## src/rtl/avg_sout_pkg.sv

```systemverilog
// Shared definitions for the conversion-averaging serial output unit.
// Assumes nothing beyond IEEE 1800-2017 synthesizable subset.
package avg_sout_pkg;

    localparam int SAMP_W_DEF = 24;   // conversion result width
    localparam int CNT_W_DEF  = 16;   // averaging count field width

    typedef enum logic [0:0] {
        DIV_IDLE = 1'b0,
        DIV_RUN  = 1'b1
    } div_state_e;

endpackage

```

## src/rtl/avg_sout_accum.sv

```systemverilog
// Block accumulator: sums consecutive conversion results until the
// captured count (N-1) is reached, then hands the sum and N-1 onward
// with a one-cycle pulse. Assumes ACC_W >= SAMP_W + CNT_W so that
// 2^CNT_W full-scale results cannot overflow.
module avg_sout_accum #(
    parameter int SAMP_W = avg_sout_pkg::SAMP_W_DEF,
    parameter int CNT_W  = avg_sout_pkg::CNT_W_DEF,
    parameter int ACC_W  = SAMP_W + CNT_W
) (
    input  logic                     clk,
    input  logic                     rst_n,
    input  logic                     smp_vld,
    input  logic [SAMP_W-1:0]        smp_data,
    input  logic [CNT_W-1:0]         avg_nm1,
    output logic                     blk_vld,
    output logic signed [ACC_W-1:0]  blk_sum,
    output logic [CNT_W-1:0]         blk_nm1,
    output logic                     active
);

    logic signed [ACC_W-1:0] acc_q;
    logic [CNT_W-1:0]        cnt_q;
    logic [CNT_W-1:0]        lat_q;
    logic                    act_q;

    logic signed [ACC_W-1:0] ext;
    logic signed [ACC_W-1:0] sum_nxt;
    logic [CNT_W-1:0]        cur_nm1;
    logic [CNT_W-1:0]        cur_cnt;
    logic                    last;

    // Sign-extend the result and form the running sum and end-of-block test.
    always_comb begin
        ext     = {{(ACC_W-SAMP_W){smp_data[SAMP_W-1]}}, smp_data};
        cur_nm1 = act_q ? lat_q : avg_nm1;
        cur_cnt = act_q ? cnt_q : '0;
        sum_nxt = (act_q ? acc_q : '0) + ext;
        last    = (cur_cnt == cur_nm1);
    end

    // Accumulate, count and emit the block sum at the N-th result.
    always_ff @(posedge clk) begin
        if (!rst_n) begin
            acc_q   <= '0;
            cnt_q   <= '0;
            lat_q   <= '0;
            act_q   <= 1'b0;
            blk_vld <= 1'b0;
            blk_sum <= '0;
            blk_nm1 <= '0;
        end else begin
            blk_vld <= 1'b0;
            if (smp_vld) begin
                if (last) begin
                    blk_vld <= 1'b1;
                    blk_sum <= sum_nxt;
                    blk_nm1 <= cur_nm1;
                    acc_q   <= '0;
                    cnt_q   <= '0;
                    act_q   <= 1'b0;
                end else begin
                    acc_q   <= sum_nxt;
                    cnt_q   <= cur_cnt + 1'b1;
                    lat_q   <= cur_nm1;
                    act_q   <= 1'b1;
                end
            end
        end
    end

    assign active = act_q;


    blk_cnt_chk: assert property (@(posedge clk) disable iff (!rst_n)
        act_q |-> ((cnt_q != '0) && (cnt_q <= lat_q)));


    blk_end_chk: assert property (@(posedge clk) disable iff (!rst_n)
        blk_vld |-> !act_q);

endmodule

```

## src/rtl/avg_sout_div.sv

```systemverilog
// Rounding divider: computes round(sum / N), with ties away from zero,
// by restoring long division of |sum| + floor(N/2) over ACC_W steps.
// Assumes a new start never arrives while a division is running, and
// that the rounded mean fits SAMP_W bits (true for a mean of SAMP_W values).
module avg_sout_div #(
    parameter int SAMP_W = avg_sout_pkg::SAMP_W_DEF,
    parameter int CNT_W  = avg_sout_pkg::CNT_W_DEF,
    parameter int ACC_W  = SAMP_W + CNT_W
) (
    input  logic                     clk,
    input  logic                     rst_n,
    input  logic                     start,
    input  logic signed [ACC_W-1:0]  sum,
    input  logic [CNT_W-1:0]         nm1,
    output logic                     done,
    output logic [SAMP_W-1:0]        mean,
    output logic [CNT_W-1:0]         done_nm1,
    output logic                     running
);
    import avg_sout_pkg::*;

    localparam int STEP_W = $clog2(ACC_W);
    localparam int REM_W  = CNT_W + 1;

    div_state_e           st_q;
    logic [ACC_W-1:0]     dvd_q;
    logic [REM_W-1:0]     rem_q;
    logic [REM_W-1:0]     dvs_q;
    logic [SAMP_W-1:0]    quo_q;
    logic [STEP_W-1:0]    step_q;
    logic                 neg_q;

    logic [ACC_W-1:0]     mag;
    logic [REM_W-1:0]     dvs_w;
    logic [REM_W:0]       rem_sh;
    logic [REM_W:0]       diff;
    logic                 qbit;
    logic [SAMP_W-1:0]    quo_nxt;

    // Magnitude, divisor and one restoring step.
    always_comb begin
        mag     = sum[ACC_W-1] ? (~sum + 1'b1) : sum;
        dvs_w   = {1'b0, nm1} + 1'b1;
        rem_sh  = {rem_q, dvd_q[ACC_W-1]};
        diff    = rem_sh - {1'b0, dvs_q};
        qbit    = ~diff[REM_W];
        quo_nxt = {quo_q[SAMP_W-2:0], qbit};
    end

    // Division sequencer and result register.
    always_ff @(posedge clk) begin
        if (!rst_n) begin
            st_q     <= DIV_IDLE;
            dvd_q    <= '0;
            rem_q    <= '0;
            dvs_q    <= '0;
            quo_q    <= '0;
            step_q   <= '0;
            neg_q    <= 1'b0;
            done     <= 1'b0;
            mean     <= '0;
            done_nm1 <= '0;
        end else begin
            done <= 1'b0;
            if (st_q == DIV_IDLE) begin
                if (start) begin
                    st_q     <= DIV_RUN;
                    dvd_q    <= mag + ACC_W'(dvs_w >> 1);
                    dvs_q    <= dvs_w;
                    rem_q    <= '0;
                    quo_q    <= '0;
                    step_q   <= '0;
                    neg_q    <= sum[ACC_W-1];
                    done_nm1 <= nm1;
                end
            end else begin
                rem_q  <= qbit ? diff[REM_W-1:0] : rem_sh[REM_W-1:0];
                quo_q  <= quo_nxt;
                dvd_q  <= {dvd_q[ACC_W-2:0], 1'b0};
                step_q <= step_q + 1'b1;
                if (step_q == STEP_W'(ACC_W-1)) begin
                    st_q <= DIV_IDLE;
                    done <= 1'b1;
                    mean <= neg_q ? (~quo_nxt + 1'b1) : quo_nxt;
                end
            end
        end
    end

    assign running = (st_q == DIV_RUN);


    rem_bound_chk: assert property (@(posedge clk) disable iff (!rst_n)
        (st_q == DIV_RUN) |-> (rem_q < dvs_q));


    no_overflow_chk: assert property (@(posedge clk) disable iff (!rst_n)
        (done && !neg_q) |-> !mean[SAMP_W-1]);

endmodule

```

## src/rtl/avg_sout_ser.sv

```systemverilog
// Serial output stage: synchronizes host SCK and chip select, holds the
// stored mean and count, loads a frame at chip-select assertion and
// shifts one bit per rising SCK edge. Clears the stored mean after the
// SAMP_W-th rising edge. Assumes each SCK phase spans >= 4 clk cycles.
module avg_sout_ser #(
    parameter int SAMP_W = avg_sout_pkg::SAMP_W_DEF,
    parameter int CNT_W  = avg_sout_pkg::CNT_W_DEF
) (
    input  logic               clk,
    input  logic               rst_n,
    input  logic               sck,
    input  logic               cs_n,
    input  logic               ld,
    input  logic [SAMP_W-1:0]  ld_mean,
    input  logic [CNT_W-1:0]   ld_nm1,
    output logic               sdo
);

    localparam int FRAME_W = SAMP_W + CNT_W;
    localparam int ECW     = $clog2(FRAME_W + 1);

    logic [2:0]          sck_s;
    logic [2:0]          cs_s;
    logic [SAMP_W-1:0]   res_q;
    logic [CNT_W-1:0]    cnt_q;
    logic [FRAME_W-1:0]  shreg;
    logic [ECW-1:0]      edge_q;
    logic                sdo_q;

    logic                sck_rise;
    logic                cs_act;
    logic                cs_fall;
    logic                clr;

    // Two-stage synchronizers plus one stage for edge detection.
    always_ff @(posedge clk) begin
        if (!rst_n) begin
            sck_s <= '0;
            cs_s  <= '1;
        end else begin
            sck_s <= {sck_s[1:0], sck};
            cs_s  <= {cs_s[1:0], cs_n};
        end
    end

    // Edge events and the clear condition on the SAMP_W-th rising edge.
    always_comb begin
        sck_rise = sck_s[1] & ~sck_s[2];
        cs_act   = ~cs_s[1];
        cs_fall  = ~cs_s[1] & cs_s[2];
        clr      = cs_act && !cs_fall && sck_rise && (edge_q == ECW'(SAMP_W-1));
    end

    // Stored mean and count; a fresh load takes priority over a clear.
    always_ff @(posedge clk) begin
        if (!rst_n) begin
            res_q <= '0;
            cnt_q <= '0;
        end else if (ld) begin
            res_q <= ld_mean;
            cnt_q <= ld_nm1;
        end else if (clr) begin
            res_q <= '0;
        end
    end

    // Frame load at select, one bit out per rising SCK edge.
    always_ff @(posedge clk) begin
        if (!rst_n) begin
            shreg  <= '0;
            edge_q <= '0;
            sdo_q  <= 1'b0;
        end else if (!cs_act) begin
            edge_q <= '0;
            sdo_q  <= 1'b0;
        end else if (cs_fall) begin
            shreg  <= {res_q, cnt_q};
            edge_q <= '0;
            sdo_q  <= 1'b0;
        end else if (sck_rise) begin
            sdo_q  <= shreg[FRAME_W-1];
            shreg  <= {shreg[FRAME_W-2:0], 1'b0};
            if (edge_q != ECW'(FRAME_W))
                edge_q <= edge_q + 1'b1;
        end
    end

    assign sdo = sdo_q;


    sdo_hold_chk: assert property (@(posedge clk) disable iff (!rst_n)
        (cs_act && !sck_rise) |=> $stable(sdo_q));


    clr_after_read_chk: assert property (@(posedge clk) disable iff (!rst_n)
        (clr && !ld) |=> (res_q == '0));


    res_hold_chk: assert property (@(posedge clk) disable iff (!rst_n)
        (!ld && !clr) |=> $stable(res_q));


    sdo_idle_chk: assert property (@(posedge clk) disable iff (!rst_n)
        (!cs_act || cs_fall) |=> !sdo_q);

endmodule

```

## src/rtl/avg_sout_unit.sv

```systemverilog
// Top of the conversion-averaging serial output unit: accumulator,
// rounding divider and serial output stage. Assumes conversions are at
// least ACC_W + 4 clk cycles apart and avg_nm1 is steady at block start.
module avg_sout_unit #(
    parameter int SAMP_W = avg_sout_pkg::SAMP_W_DEF,
    parameter int CNT_W  = avg_sout_pkg::CNT_W_DEF
) (
    input  logic               clk,
    input  logic               rst_n,
    input  logic               smp_vld,
    input  logic [SAMP_W-1:0]  smp_data,
    input  logic [CNT_W-1:0]   avg_nm1,
    input  logic               sck,
    input  logic               cs_n,
    output logic               sdo,
    output logic               busy
);

    localparam int ACC_W = SAMP_W + CNT_W;

    logic                     blk_vld;
    logic signed [ACC_W-1:0]  blk_sum;
    logic [CNT_W-1:0]         blk_nm1;
    logic                     acc_active;
    logic                     div_done;
    logic [SAMP_W-1:0]        div_mean;
    logic [CNT_W-1:0]         div_nm1;
    logic                     div_running;

    avg_sout_accum #(.SAMP_W(SAMP_W), .CNT_W(CNT_W), .ACC_W(ACC_W)) u_accum (
        .clk      (clk),
        .rst_n    (rst_n),
        .smp_vld  (smp_vld),
        .smp_data (smp_data),
        .avg_nm1  (avg_nm1),
        .blk_vld  (blk_vld),
        .blk_sum  (blk_sum),
        .blk_nm1  (blk_nm1),
        .active   (acc_active)
    );

    avg_sout_div #(.SAMP_W(SAMP_W), .CNT_W(CNT_W), .ACC_W(ACC_W)) u_div (
        .clk      (clk),
        .rst_n    (rst_n),
        .start    (blk_vld),
        .sum      (blk_sum),
        .nm1      (blk_nm1),
        .done     (div_done),
        .mean     (div_mean),
        .done_nm1 (div_nm1),
        .running  (div_running)
    );

    avg_sout_ser #(.SAMP_W(SAMP_W), .CNT_W(CNT_W)) u_ser (
        .clk     (clk),
        .rst_n   (rst_n),
        .sck     (sck),
        .cs_n    (cs_n),
        .ld      (div_done),
        .ld_mean (div_mean),
        .ld_nm1  (div_nm1),
        .sdo     (sdo)
    );

    // Busy spans gathering, hand-over and division.
    assign busy = acc_active | blk_vld | div_running;


    busy_end_chk: assert property (@(posedge clk) disable iff (!rst_n)
        div_done |-> !div_running);

endmodule

```

## config.mk

```make
export PLATFORM = sky130hd
export DESIGN_NAME = avg_sout_unit
export DESIGN_NICKNAME = d
export VERILOG_FILES = /design/src/rtl/avg_sout_pkg.sv /design/src/rtl/avg_sout_accum.sv /design/src/rtl/avg_sout_div.sv /design/src/rtl/avg_sout_ser.sv /design/src/rtl/avg_sout_unit.sv
export SDC_FILE = /design/constraint.sdc
export NUM_CORES = 1
export LEC_CHECK = 0
export CAP_MARGIN = 20
export CORE_MARGIN = 2
export CORE_UTILIZATION = 38
export DETAILED_ROUTE_END_ITERATION = 7
export REMOVE_ABC_BUFFERS = 1
export SLEW_MARGIN = 20
export SYNTH_ARGS = -nofsm -noshare
export SYNTH_HDL_FRONTEND = slang
export SYNTH_SLANG_ARGS = --single-unit
```

## constraint.sdc

```tcl
create_clock -name clk -period 5.2 [get_ports clk]
set_clock_uncertainty 0.15 [all_clocks]
set_input_delay 1.04 -clock clk [delete_from_list [all_inputs] [get_ports clk]]
set_output_delay 1.04 -clock clk [all_outputs]
set_load 0.03 [all_outputs]
```

==> impl_metrics.json, run 1 <==
{
  "p_per_area_nw_per_um2": 283,
  "end_kind": "flop",
  "drive_gt1_share_pct": 6.43,
  "r2r_cells": 13,
  "max_cap_viol_count": 0,
  "ant_nets": 0,
  "overflow": 0,
  "grt_pass1_vias": 17200,
  "yosys_register_bits": 369,
  "htreeDepth": 2,
  "register_area_um2": 7390,
  "start_util_pct": 38.6,
  "grt_pass1_wl_um": 87000,
  "synth_edf_count": 0,
  "mostFrequentLayoutCell": "dfxtp_1",
  "rows": 85,
  "synth_top_area_cell": "dfxtp_1",
  "ys_types": 88,
  "yosysTopAreaCellShare_pct": 35.4,
  "async_flop_share_pct": 0,
  "rr_startpoint": "u_accum.active",
  "cts_hold_buf": 0,
  "worst-setup-path-type": "reg -> reg",
  "root_buffer": "clkbuf_16",
  "tns_ns": 0,
  "crit_path_start_kind": "flop",
  "ys_warn_count": 0,
  "globalplace.congestion": 0.951,
  "power.total_w": 0.00661,
  "syn_to_final_growth_pct": 12.1,
  "fmax_mhz": 223,
  "peakVddDrop_uv": 223,
  "clk_path_buf_depth": 3,
  "rsz0062_at_grt": "false",
  "vias": 18000,
  "layout_common_cells": "dfxtp_1 (365), nor2_1 (283), nand2_1 (254)",
  "grt_usage_pct": 18.2,
  "dp.cells": 3169,
  "stdcell_count": 3246,
  "whs_path_depth": 1,
  "multi_input_area_um2": 12600,
  "dr.first_iter.drc_count": 1146,
  "setup_viol": 0,
  "outcome": "complete, no violations",
  "drcViolationCount": 0,
  "crit_arrival_ns": 4.86,
  "synthCells": 2558,
  "ys.flop_type": "dfxtp_1",
  "path_clk_slew_ns": 0.06,
  "layout_min_cycle_time_ns": 4.48,
  "vias_per_cell": 5.54,
  "die_area_um2": 56700,
  "fin_util_pct": 43.3,
  "syn_avg_cell_area_um2": 8.15,
  "dp_hpwl_um": 36300,
  "first_pass_iters": 7,
  "tritoncts": "yes",
  "place.port_buffers": 46,
  "finalWirelength_um": 52100,
  "wire_per_inst_um": 16.0,
  "grt_start_max_net_pins": 152,
  "slew-limit-headroom_pct": 30.0,
  "cts.sinks": 369,
  "synthesis.area_um2": 20800,
  "worstSetupStartpoint": "u_accum.active",
  "die_h_um": 238,
  "finalHoldViolCount": 0,
  "antenna_found_initial": 0,
  "synth.top_cells.by_area": "dfxtp_1 (35%), mux2i_1 (5.5%), nor2_1 (5.2%)",
  "cp_max_fo": 42,
  "antenna_cells": 0,
  "clock_latency_ns": 0.58,
  "die_x_um": 238,
  "nNetsFinal": 2646,
  "finalMaxSlewViolations": 0,
  "cts.repair.resized": 0,
  "synth-seq-area-share_pct": 35.4,
  "cts_buffers": 44,
  "hold_slack_ns": 0.254,
  "fill_cells": 5394,
  "core_area_um2": 54000,
  "fin_crit_sh_pct": 86.2,
  "post_cts_buffers": 0,
  "hold_path.class": "reg -> reg",
  "leakagePower_nw": 9.25,
  "worstHoldStart": "u_ser.cs_s[0]",
  "ios": 47,
  "tightest_slew_ns": 1.05,
  "worstPathRequired_ns": 5.57
}
cells by family after synthesis:
| logic type | after synthesis | share of synthesized area, % |
|---|---|---|
| AND/OR/NAND/NOR | 908 | 21.3 |
| AO/OA/AOI/OAI | 699 | 22.1 |
| buffers and inverters | 235 | 4.34 |
| flip-flops | 369 | 35.4 |
| adder cells (fa/ha/maj) | 82 | 5.03 |
| multiplexers | 115 | 5.52 |
| XOR/XNOR | 150 | 6.30 |
final cells by class:
cell class	count	area share, %
clock buffers	58	5.32
clock inverters	19	1.17
inverters	70	1.16
multi-input cells	1954	53.9
flip-flops and latches	369	31.6
well taps	696	3.73
repair buffers	80	3.09
where the power goes:
group / internal (W) / total [W] / switching (W) / leakage, nW
combinational: 0.000189 / 0.000467 / 0.000278 / 5.52
clock: 0.00195 / 0.00323 / 0.00128 / 0.741
sequential: 0.00288 / 0.00292 / 0.0000366 / 2.99
total: 0.00501 / 0.00661 / 0.00160 / 9.25
critical path: stages, from the launching register on:
cell,delay (ns)
dfxtp_2,0.76
and2_1,0.28
ha_1,0.26
a211o_1,0.29
a21oi_1,0.27
o211ai_1,0.25
a2111oi_1,0.42
buf_4,0.19
o31ai_1,0.11
a31o_2,0.30
a41o_1,0.27
or2_2,0.30
or4_1,0.47
nand3_1,0.09
Yosys cell counts (42+ instances only):
| cell | count |
|---|---|
| clkbuf_1 | 138 |
| o21ai_0 | 113 |
| and3_1 | 42 |
| and2_1 | 52 |
| a22oi_1 | 55 |
| a21o_1 | 44 |
| ha_1 | 79 |
| nand3_1 | 63 |
| a211oi_1 | 108 |
| nor2_1 | 286 |
| inv_1 | 68 |
| mux2i_1 | 115 |
| a21oi_1 | 200 |
| dfxtp_1 | 369 |
| xor2_1 | 69 |
| nand2_1 | 254 |
| xnor2_1 | 81 |
state kept, by name, indices dropped and copies added (netlist names), 3 cells and up:
name,count
u_accum.acc_q,40
u_ser.cnt_q,16
u_accum.lat_q,16
u_accum.cnt_q,16
u_div.rem_q,17
u_accum.blk_nm1,16
u_div.mean,24
u_ser.shreg,40
u_div.quo_q,23
u_div.done_nm1,16
u_ser.sck_s,3
u_accum.blk_sum,40
u_div.dvs_q,17
u_ser.edge_q,6
u_div.dvd_q,40
u_ser.cs_s,3
u_div.step_q,6
u_ser.res_q,24
per-layer routing:
layer | vias to the layer above | GRT usage, % | wire length (um) | part of all wire, %
li1 | 9118 | - | - | -
met1 | 8452 | 23.9 | 24800 | 48
met2 | 324 | 30.6 | 23900 | 46
met5 | - | 0 | 0 | 0
met4 | 0 | 6.02 | 1440 | 2.8
met3 | 87 | 2.64 | 1920 | 3.7
through the flow:
| step | instance area, um^2 | setup WS (ns) |
|---|---|---|
| floorplan | 20200 | -2.18 |
| global placement | 21800 | 0.206 |
| detailed placement | 21800 | 0.171 |
| CTS | 23400 | 0.718 |
| global route | 23400 | 0.376 |
| finish | 23400 | 0.715 |
final timing paths:
kind / to / slack (ns)
max reg2reg: u_accum.acc_q[39] / 0.72
max: u_accum.acc_q[39] / 0.72
min reg2reg: u_ser.cs_s[1] / 0.25
min: u_ser.cs_s[1] / 0.25
Power figures use the tool's default switching activity.
==> inputs of run 2 (changes only) <==
CORE_UTILIZATION = 40   (was 38)
REMOVE_ABC_BUFFERS = not set   (was 1)
==> run 2 against run 1 <==
  * First-iteration DRC count fell by 9.5%
  * Sequential cell count stayed put
  * Clock power is essentially flat
  * Via count decreased by 0.56%
  * Die area fell by 4.9%
  * Final area decreased by 0.12%
  * Global-route usage rose by 0.62 points
  * Clock-buffer cell count up 2
  * Critical path depth is 1 higher
  * Non-clock buffer count grew 2
  * Largest cell class unchanged
==> impl_metrics.json, run 2 (same netlist as run 1, synthesis figures left out) <==
{
  "outcome": "complete, no violations",
  "grt_usage_pct": 18.8,
  "rsz0062_at_grt": "false",
  "cp_max_fo": 4,
  "wire_per_inst_um": 16.1,
  "dp.cells": 3155,
  "switching_share_pct": 23.7,
  "vias": 17900,
  "drcViolationCount": 0,
  "first_pass_iters": 5,
  "place_area_um2": 21800,
  "layout_min_cycle_time_ns": 4.50,
  "stdcell_count": 3231,
  "tritoncts": "yes",
  "die_h_um": 232,
  "synthesis.nets": 2685,
  "core_area_um2": 51400,
  "postLayoutSetupSlackWorst_ns": 0.701,
  "cts.repair.resized": 0,
  "ios": 47,
  "start_util_pct": 40.5,
  "max_cap_viol_count": 0,
  "finalMaxSlewViolations": 0,
  "vias_per_cell": 5.53,
  "antenna_found_initial": 0,
  "end_kind": "flop",
  "die_x_um": 232,
  "clkPwrFrac_pct": 48.6,
  "p_per_area_nw_per_um2": 282,
  "overflow": 0,
  "clock_latency_ns": 0.57,
  "slew-limit-headroom_pct": 29.1,
  "intPower_w": 0.00503,
  "antenna_cells": 0,
  "die_area_um2": 53900,
  "hold_path.class": "reg -> reg",
  "whs_path_depth": 1,
  "leakagePower_nw": 9.25,
  "combPwrFrac_pct": 7.1,
  "syn_to_final_growth_pct": 12.0,
  "pre_cts_slack_ns": 0.235,
  "finalWirelength_um": 51900,
  "grt_pass1_vias": 16600,
  "peakVddDrop_uv": 260,
  "dr.first_iter.drc_count": 1037,
  "finalInstanceArea_um2": 23300,
  "worstPathRequired_ns": 5.55,
  "rows": 83,
  "dp_hpwl_um": 35900,
  "clk_path_buf_depth": 3,
  "mostFrequentLayoutCell": "dfxtp_1",
  "fmax_mhz": 222,
  "cts_buffers": 42,
  "crit_arrival_ns": 4.85,
  "crit_path_start_kind": "input pin",
  "finalHoldViolCount": 0,
  "nNetsFinal": 2646,
  "drive_gt1_share_pct": 6.39,
  "p_sw_w": 0.00156,
  "grt_pass1_wl_um": 85200,
  "htreeDepth": 2,
  "cts_hold_buf": 0,
  "fin_util_pct": 45.4,
  "pwr-share-seq_pct": 44.2,
  "r2r_cells": 13,
  "post_cts_buffers": 0,
  "root_buffer": "clkbuf_16",
  "path_clk_slew_ns": 0.06,
  "setup_viol": 0,
  "fin_crit_sh_pct": 86.5,
  "layout_common_cells": "dfxtp_1 (365), nor2_1 (283), nand2_1 (254)",
  "cts.sinks": 369,
  "tns_ns": 0,
  "worst-setup-path-type": "in -> reg",
  "grt_start_max_net_pins": 131,
  "place.port_buffers": 46,
  "globalplace.congestion": 0.907,
  "ant_nets": 0,
  "tightest_slew_ns": 1.06
}
==> run 2: cell count changes in the layout (fill, tap and decap cells not counted) <==
cell / before / now
buf_4: 33 / 35
clkbuf_1: 5 / 7
inv_8: 3 / 1
bufinv_16: 5 / 6
clkbuf_16: 44 / 43
clkbuf_8: 9 / 10
clkinv_2: 5 / 6
clkinv_8: 1 / 0
clkinvlp_4: 3 / 2
inv_6: 2 / 1
==> run 2: layout make-up <==
| class | count | area, um^2 |
|---|---|---|
| clock inverter | 16 | 254 |
| multi-input combinational | 1954 | 12600 |
| fill | 5047 | 28100 |
| inverter | 70 | 270 |
| timing repair buffer | 82 | 738 |
| tap | 680 | 851 |
| sequential | 369 | 7390 |
| clock buffer | 60 | 1240 |
==> run 2: power groups by stage <==
stage | Sequential, W | Clock (W) | Combinational (W)
global route | 0.00292 | 0.00339 | 0.000518
finish | 0.00292 | 0.00321 | 0.000469
global placement | 0.00298 | 0 | 0.000458
floorplan | 0.00296 | 0 | 0.000333
CTS | 0.00291 | 0.00328 | 0.000467
detailed placement | 0.00298 | 0 | 0.000465
==> run 2: critical path: stages <==
cell and delay, ns:
clkdlybuf4s50_1 0.40, ha_1 0.24, fa_1 0.43, a211oi_1 0.25
o21ai_0 0.20, o21ai_0 0.39, a21oi_1 0.19, o31ai_1 0.27
buf_4 0.17, a21oi_1 0.12, a211oi_1 0.37, o21ai_0 0.23
or4_1 0.44, nand3_1 0.09
==> run 2: routing by layer <==
metal,global-route usage [%],wire length [um]
met1,25.9,25600
met2,30.5,23000
met3,2.97,2060
met4,5.13,1210
met5,0,0
==> run 2: final timing paths <==
check | start | endpoint | slack, ns
worst max-delay path | smp_data[0] | u_accum.blk_sum[38] | 0.70
worst max register to register | u_accum.active | u_accum.acc_q[39] | 0.79
worst min register to register | u_ser.sck_s[1] | u_ser.sck_s[2] | 0.30
worst min-delay path | u_ser.sck_s[1] | u_ser.sck_s[2] | 0.30
==> run 2: metrics by stage <==
stage / power [W] / hold WS, ns
2_1_floorplan: 0.00329 / 0.236
3_3_place_gp: 0.00343 / 0.279
3_5_place_dp: 0.00344 / 0.288
4_1_cts: 0.00667 / 0.304
5_1_grt: 0.00683 / 0.320
6_report: 0.00659 / 0.296
